[src/rtl/fw_swap_pkg.sv]
package fw_swap_pkg;

    localparam int REG_W     = 32;
    localparam int SIZE_LSB  = 29;
    localparam int DEST_LSB  = 10;
    localparam int SWAP_POS  = 1;
    localparam int LOCK_POS  = 0;
    localparam logic [REG_W-1:0] RSVD_MASK = 32'h9FFF_F3FC;

    typedef enum logic [1:0] {
        DST_LPC  = 2'b00,
        DST_RSV1 = 2'b01,
        DST_RSV2 = 2'b10,
        DST_SPI  = 2'b11
    } dest_e;

    typedef enum logic [1:0] {
        SZ_64K  = 2'b00,
        SZ_128K = 2'b01,
        SZ_256K = 2'b10,
        SZ_RSV  = 2'b11
    } size_e;

    typedef enum logic {
        LK_OPEN   = 1'b0,
        LK_SEALED = 1'b1
    } lock_state_e;

endpackage

[src/rtl/fw_swap_lock_fsm.sv]
module fw_swap_lock_fsm
    import fw_swap_pkg::*;
(
    input  logic clk,
    input  logic rtc_rst_n,
    input  logic plat_rst_n,
    input  logic wr_en,
    input  logic wr_lock,
    output logic locked,
    output logic wr_open
);

    lock_state_e state_q;
    lock_state_e state_d;

    always_ff @(posedge clk) begin
        if (!rtc_rst_n || !plat_rst_n) begin
            state_q <= LK_OPEN;
        end else begin
            state_q <= state_d;
        end
    end

    always_comb begin
        state_d = state_q;
        unique case (state_q)
            LK_OPEN:   if (wr_en && wr_lock) state_d = LK_SEALED;
            LK_SEALED: state_d = LK_SEALED;
            default:   state_d = LK_OPEN;
        endcase
    end

    always_comb begin
        locked  = 1'b0;
        wr_open = 1'b0;
        unique case (state_q)
            LK_OPEN:   wr_open = wr_en;
            LK_SEALED: locked  = 1'b1;
            default:   wr_open = 1'b0;
        endcase
    end


    lock_sticky_chk: assert property (@(posedge clk) disable iff (!rtc_rst_n || !plat_rst_n)
        (state_q == LK_SEALED) |=> (state_q == LK_SEALED));


    lock_set_chk: assert property (@(posedge clk) disable iff (!rtc_rst_n || !plat_rst_n)
        (wr_en && wr_lock) |=> locked);

endmodule

[src/rtl/fw_swap_fields.sv]
module fw_swap_fields
    import fw_swap_pkg::*;
(
    input  logic       clk,
    input  logic       rtc_rst_n,
    input  logic       plat_rst_n,
    input  logic [1:0] strap_size,
    input  logic [1:0] strap_dest,
    input  logic       strap_pin,
    input  logic       wr_open,
    input  logic [1:0] wr_dest,
    input  logic       wr_swap,
    output size_e      size_q,
    output dest_e      dest_q,
    output logic       swap_q,
    output logic       pin_q
);

    always_ff @(posedge clk) begin
        if (!rtc_rst_n) begin
            size_q <= size_e'(strap_size);
            dest_q <= dest_e'(strap_dest);
            pin_q  <= strap_pin;
            swap_q <= strap_pin;
        end else if (!plat_rst_n) begin
            size_q <= size_e'(strap_size);
            dest_q <= dest_e'(strap_dest);
            pin_q  <= strap_pin;
            swap_q <= swap_q | strap_pin;
        end else if (wr_open) begin
            dest_q <= dest_e'(wr_dest);
            swap_q <= wr_swap | pin_q;
        end
    end


    pin_hold_chk: assert property (@(posedge clk) disable iff (!rtc_rst_n)
        pin_q |-> swap_q);


    swap_keep_chk: assert property (@(posedge clk) disable iff (!rtc_rst_n)
        (!plat_rst_n && !strap_pin) |=> $stable(swap_q));


    size_ro_chk: assert property (@(posedge clk) disable iff (!rtc_rst_n || !plat_rst_n)
        wr_open |=> $stable(size_q));

endmodule

[src/rtl/fw_swap_remap.sv]
module fw_swap_remap
    import fw_swap_pkg::*;
#(
    parameter int AW        = 32,
    parameter int BASE_BIT  = 16,
    parameter int NUM_SIZES = 3
) (
    input  size_e           size_q,
    input  dest_e           dest_q,
    input  logic            swap_q,
    input  logic            fw_range,
    input  logic            feat_space,
    input  logic [AW-1:0]   addr_in,
    output logic [AW-1:0]   addr_out,
    output logic [AW-1:0]   flip_mask
);

    localparam int TOP_BIT = BASE_BIT + NUM_SIZES - 1;

    size_e           eff_size;
    logic [AW-1:0]   cand [NUM_SIZES];
    logic            active;

    always_comb begin
        eff_size = (dest_q == DST_SPI) ? size_q : SZ_64K;
    end

    for (genvar g = 0; g < NUM_SIZES; g++) begin : g_cand
        always_comb begin
            cand[g] = '0;
            if (eff_size == size_e'(g)) cand[g][BASE_BIT+g] = 1'b1;
        end
    end

    always_comb begin
        active    = swap_q && fw_range && !feat_space;
        flip_mask = '0;
        for (int i = 0; i < NUM_SIZES; i++) begin
            flip_mask = flip_mask | cand[i];
        end
        if (!active) flip_mask = '0;
        addr_out = addr_in ^ flip_mask;
    end

    if (TOP_BIT >= AW) begin : g_bad_width
        initial $error("remap bit beyond address width");
    end

endmodule

[src/rtl/fw_swap_ctrl.sv]
module fw_swap_ctrl
    import fw_swap_pkg::*;
#(
    parameter int AW       = 32,
    parameter int BASE_BIT = 16
) (
    input  logic             clk,
    input  logic             rtc_rst_n,
    input  logic             plat_rst_n,
    input  logic [1:0]       strap_blk_size,
    input  logic [1:0]       strap_dest,
    input  logic             strap_swap_pin,
    input  logic             reg_wr,
    input  logic [REG_W-1:0] reg_wdata,
    output logic [REG_W-1:0] reg_rdata,
    input  logic [AW-1:0]    addr_in,
    input  logic             fw_range,
    input  logic             feat_space,
    output logic [AW-1:0]    addr_out,
    output logic             route_spi,
    output logic             dest_rsvd
);

    logic          locked;
    logic          wr_open;
    size_e         size_q;
    dest_e         dest_q;
    logic          swap_q;
    logic          pin_q;
    logic [AW-1:0] flip_mask;
    logic          unused_wbits;

    assign unused_wbits = ^{reg_wdata[31:12], reg_wdata[9:2]};

    fw_swap_lock_fsm u_lock (
        .clk        (clk),
        .rtc_rst_n  (rtc_rst_n),
        .plat_rst_n (plat_rst_n),
        .wr_en      (reg_wr),
        .wr_lock    (reg_wdata[LOCK_POS]),
        .locked     (locked),
        .wr_open    (wr_open)
    );

    fw_swap_fields u_fields (
        .clk        (clk),
        .rtc_rst_n  (rtc_rst_n),
        .plat_rst_n (plat_rst_n),
        .strap_size (strap_blk_size),
        .strap_dest (strap_dest),
        .strap_pin  (strap_swap_pin),
        .wr_open    (wr_open),
        .wr_dest    (reg_wdata[DEST_LSB+1:DEST_LSB]),
        .wr_swap    (reg_wdata[SWAP_POS]),
        .size_q     (size_q),
        .dest_q     (dest_q),
        .swap_q     (swap_q),
        .pin_q      (pin_q)
    );

    fw_swap_remap #(
        .AW       (AW),
        .BASE_BIT (BASE_BIT),
        .NUM_SIZES(3)
    ) u_remap (
        .size_q     (size_q),
        .dest_q     (dest_q),
        .swap_q     (swap_q),
        .fw_range   (fw_range),
        .feat_space (feat_space),
        .addr_in    (addr_in),
        .addr_out   (addr_out),
        .flip_mask  (flip_mask)
    );

    always_comb begin
        reg_rdata                         = '0;
        reg_rdata[SIZE_LSB+1:SIZE_LSB]    = size_q;
        reg_rdata[DEST_LSB+1:DEST_LSB]    = dest_q;
        reg_rdata[SWAP_POS]               = swap_q;
        reg_rdata[LOCK_POS]               = locked;
        route_spi = (dest_q == DST_SPI);
        dest_rsvd = (dest_q == DST_RSV1) || (dest_q == DST_RSV2);
    end


    rsvd_zero_chk: assert property (@(posedge clk) disable iff (!rtc_rst_n || !plat_rst_n)
        (reg_rdata & RSVD_MASK) == '0);


    feat_pass_chk: assert property (@(posedge clk) disable iff (!rtc_rst_n || !plat_rst_n)
        (feat_space || !fw_range || !reg_rdata[SWAP_POS]) |-> (addr_out == addr_in));


    flip_one_chk: assert property (@(posedge clk) disable iff (!rtc_rst_n || !plat_rst_n)
        $countones(addr_out ^ addr_in) <= 1);


    lpc_bit_chk: assert property (@(posedge clk) disable iff (!rtc_rst_n || !plat_rst_n)
        !route_spi |-> ((addr_out ^ addr_in) & ~(AW'(1) << BASE_BIT)) == '0);


    rsvd_size_chk: assert property (@(posedge clk) disable iff (!rtc_rst_n || !plat_rst_n)
        (route_spi && reg_rdata[SIZE_LSB+1:SIZE_LSB] == 2'b11) |-> (addr_out == addr_in));


    rsvd_dest_chk: assert property (@(posedge clk) disable iff (!rtc_rst_n || !plat_rst_n)
        dest_rsvd |-> !route_spi);


    sealed_freeze_chk: assert property (@(posedge clk) disable iff (!rtc_rst_n || !plat_rst_n)
        (locked && reg_wr) |=> ($stable(reg_rdata[DEST_LSB+1:DEST_LSB]) && $stable(reg_rdata[SWAP_POS])));

endmodule

[config.mk]
export PLATFORM = sky130hd
export DESIGN_NAME = fw_swap_ctrl
export DESIGN_NICKNAME = d
export VERILOG_FILES = /design/src/rtl/fw_swap_pkg.sv /design/src/rtl/fw_swap_lock_fsm.sv /design/src/rtl/fw_swap_fields.sv /design/src/rtl/fw_swap_remap.sv /design/src/rtl/fw_swap_ctrl.sv
export SDC_FILE = /design/constraint.sdc
export NUM_CORES = 1
export LEC_CHECK = 0
export ABC_AREA = 1
export BUFFER_PORTS_ARGS = -buffer_cell sky130_fd_sc_hd__buf_4
export CAP_MARGIN = 20
export CORE_ASPECT_RATIO = 1.75
export CORE_MARGIN = 1
export CORE_UTILIZATION = 32
export DETAILED_ROUTE_END_ITERATION = 10
export PLACE_DENSITY = 0.81
export SLEW_MARGIN = 20
export SYNTH_ARGS = -nofsm -noshare
export SYNTH_HDL_FRONTEND = slang
export SYNTH_HIERARCHICAL = 1
export SYNTH_SLANG_ARGS = --single-unit
[constraint.sdc]
create_clock -name clk -period 1.2 [get_ports clk]
set_clock_uncertainty 0.2 [all_clocks]
set_input_delay 0.18 -clock clk [delete_from_list [all_inputs] [get_ports clk]]
set_output_delay 0.18 -clock clk [all_outputs]
set_load 0.1 [all_outputs]
==> results by group <==
Critical path
  – FF-to-FF path depth: 6
  – CP Class: flip-flop to output pin
  – RR Startpoint: u_fields/swap_q$_DFFE_PP_
  – Crit path launch: u_fields/dest_q[1]$_DFFE_PP_
  – Critical Path AT: 1380 ps
  – Worst path slowest cell: edfxtp_1
  – Reg-to-reg slack, setup: -90 ps
  – Worst Path Max Fanout: 4
  – Required @ worst endpoint: 820 ps
  – Setup crit end kind: output pin
  – Crit path largest cell delay: 460 ps
  – Setup crit start kind: flip-flop
  – Crit path cell chain: buf_6, nand2_1, nor2_1, nand3_1, nand2_2, nand2_4, buf_12
  – Reg2reg end: u_fields/swap_q$_DFFE_PP_

Global route
  – First-pass GRT wire length: 1925 um
  – GR peak layer: met2
  – Remaining Overflow, GRT: 0
  – GRT Overall Usage: 0.09610
  – Antenna violations before repair: 0
  – Largest net degree at the start of global routing: 6
  – M3 GR Usage: 0.01254
  – Met1 usage: 0.07615
  – Met2 Use GR: 0.1806
  – Vias in the first global route: 531

Power and ir drop
  – Static leakage: 0.0005503 uW
  – Peak VDD IR: 0.6912 mV
  – Power Dens Cells: 1438 nW/um2

Final layout
  – Ant diodes: 0
  – Final Cell Area: 1099 um2
  – Share of cells above drive strength 1: 0.4597
  – Area Overhead vs Synth: 27.62%
  – Fill count: 254
  – Final core utilization: 0.4355
  – Final cell count without fillers: 150
  – Number of nets in the layout: 201

Clock network
  – Clock Latency Late Sink: 230 ps
  – CTS Sinks: 7
  – Worst-case clock buffer depth: 2
  – CTS buffer count: 3
  – Max H-tree Level: 1
  – CTS tree: done
  – Worst-path clk slew: 40 ps
  – Root buffer cell: clkbuf_8

Die
  – Die Height: 70.61 um
  – Rows: 24
  – Die area: 2909 um2
  – Initial Utilization: 0.3413
  – Core Region: 2522 um2
  – Die Width: 41.21 um
  – I/O pin total: 141

Synth
  – YS warnings: 6
  – Cells after Synth: 113
  – Mapped Area: 860.8 um2
  – Syn_area_per_cell: 7.618 um2

Hold path
  – Worst Hold Class: input port to flip-flop
  – Hold Path Cell Cnt: 3
  – Min-Delay Endpoint: u_lock/state_q$_SDFF_PP0_
  – Hold Startpoint: plat_rst_n

Placed design
  – DPL Wire Length: 1075 um
  – Post-DP Area: 848.3 um2
  – Placed cell count: 141
  – IO buf count: 28
  – Final GP Congestion: 0.7035
  – Placement Setup Slack: -396.7 ps

STA
  – RSZ-0062 raised after global routing: true
  – Fin crit share: 1.469
  – Worst setup margin: -563.3 ps
  – Final Critical Period: 1763 ps
  – F_max: 567.1 MHz
  – Final slew viol count: 0
  – Hold Vio Cnt, Final: 0
  – Endpoints failing setup: 11
  – Final Hold Slack: 7.133 ps

Routing
  – Vias after detailed routing: 605
  – Remaining DRCs: 0
  – Average wire per standard cell: 9.887 um
  – Antenna viol nets, final: 0
  – Post-Route WL: 1483 um
  – Post-DR vias/cell: 4.033
  – DR pass1 iterations: 4
  – Detailed Route Iter0 Violations: 15

Outcome
  – Failing checks: setup timing
  – Status: finished, violations left

Run
  – Max-Cap Viols: 0
-- worst max-delay path: cells and delay by family (launching register included) --
family / cells / cell delay, ps
AND/OR/NAND/NOR: 5 / 370
flip-flops: 1 / 460
buffers and inverters: 2 / 320
-- layer usage --
| metal | share of wire | up-vias |
|---|---|---|
| met1 | 0.29 | 269 |
| met5 | 0 | - |
| li1 | - | 287 |
| met3 | 0.11 | 2 |
| met4 | 0.0027 | 0 |
| met2 | 0.59 | 47 |
-- placed cells by master, fill, tap and decap left out --
master	count
nor2_1	4
a21oi_2	1
dfxtp_2	1
nand2_2	5
dlygate4sd3_1	3
nand3b_1	1
clkbuf_8	3
buf_4	21
inv_1	8
nor2_2	1
nand4_1	1
nand3_2	4
conb_1	26
edfxtp_1	6
clkbuf_1	1
ha_2	1
buf_8	2
nor2_4	1
nand3_1	3
or2_1	1
buf_6	5
buf_12	8
nand2_4	2
nand2_1	13
nand2_8	1
inv_2	1
-- area by class of cell --
class / count / area [um2] / share of cell area
inverters: 9 / 33.78 / 0.03075
repair buffers: 39 / 434.2 / 0.3952
clock buffers: 4 / 45.04 / 0.04100
flip-flops and latches: 7 / 201.4 / 0.1834
multi-input cells: 65 / 351.6 / 0.3200
well taps: 26 / 32.53 / 0.02961
-- flip-flops by register name (all words and copies together) (netlist names) --
signal / flops
u_fields/dest_q: 2
u_fields/size_q: 2
u_fields/pin_q: 1
u_fields/swap_q: 1
u_lock/state_q: 1
-- how the worst max path moves through the flow --
stage	to	cells after the start	slack, ps
detailed placement	addr_out[16]	4	-400
CTS	addr_out[16]	4	-540
finish	addr_out[18]	7	-560
floorplan	addr_out[17]	4	-930
global route	addr_out[18]	7	-600
global placement	addr_out[16]	4	-370
-- power by group --
group / switching [uW] / internal (uW)
registers: 20.6 / 290
clock network: 104 / 230
logic: 708 / 227
total: 833 / 748
-- per-stage QoR --
stage	power, uW	setup TNS, ps
after global placement	1111	-1451
after floorplan	1520	-4999
after detailed placement	1116	-1593
after CTS	1560	-3237
after global routing	1625	-3866
final	1580	-3508
-- timing repair --
item                                    in CTS  in global routing
hold buffers                                 3                  0
endpoints found under the setup margin      11                 15
endpoints found under the hold margin        3                  0
pin swaps                                    2                  5
gates cloned                                 0                  0
buffers inserted                             0                  2
gates resized for setup                     32                  9
No activity file was read; power rests on OpenSTA's default activity.
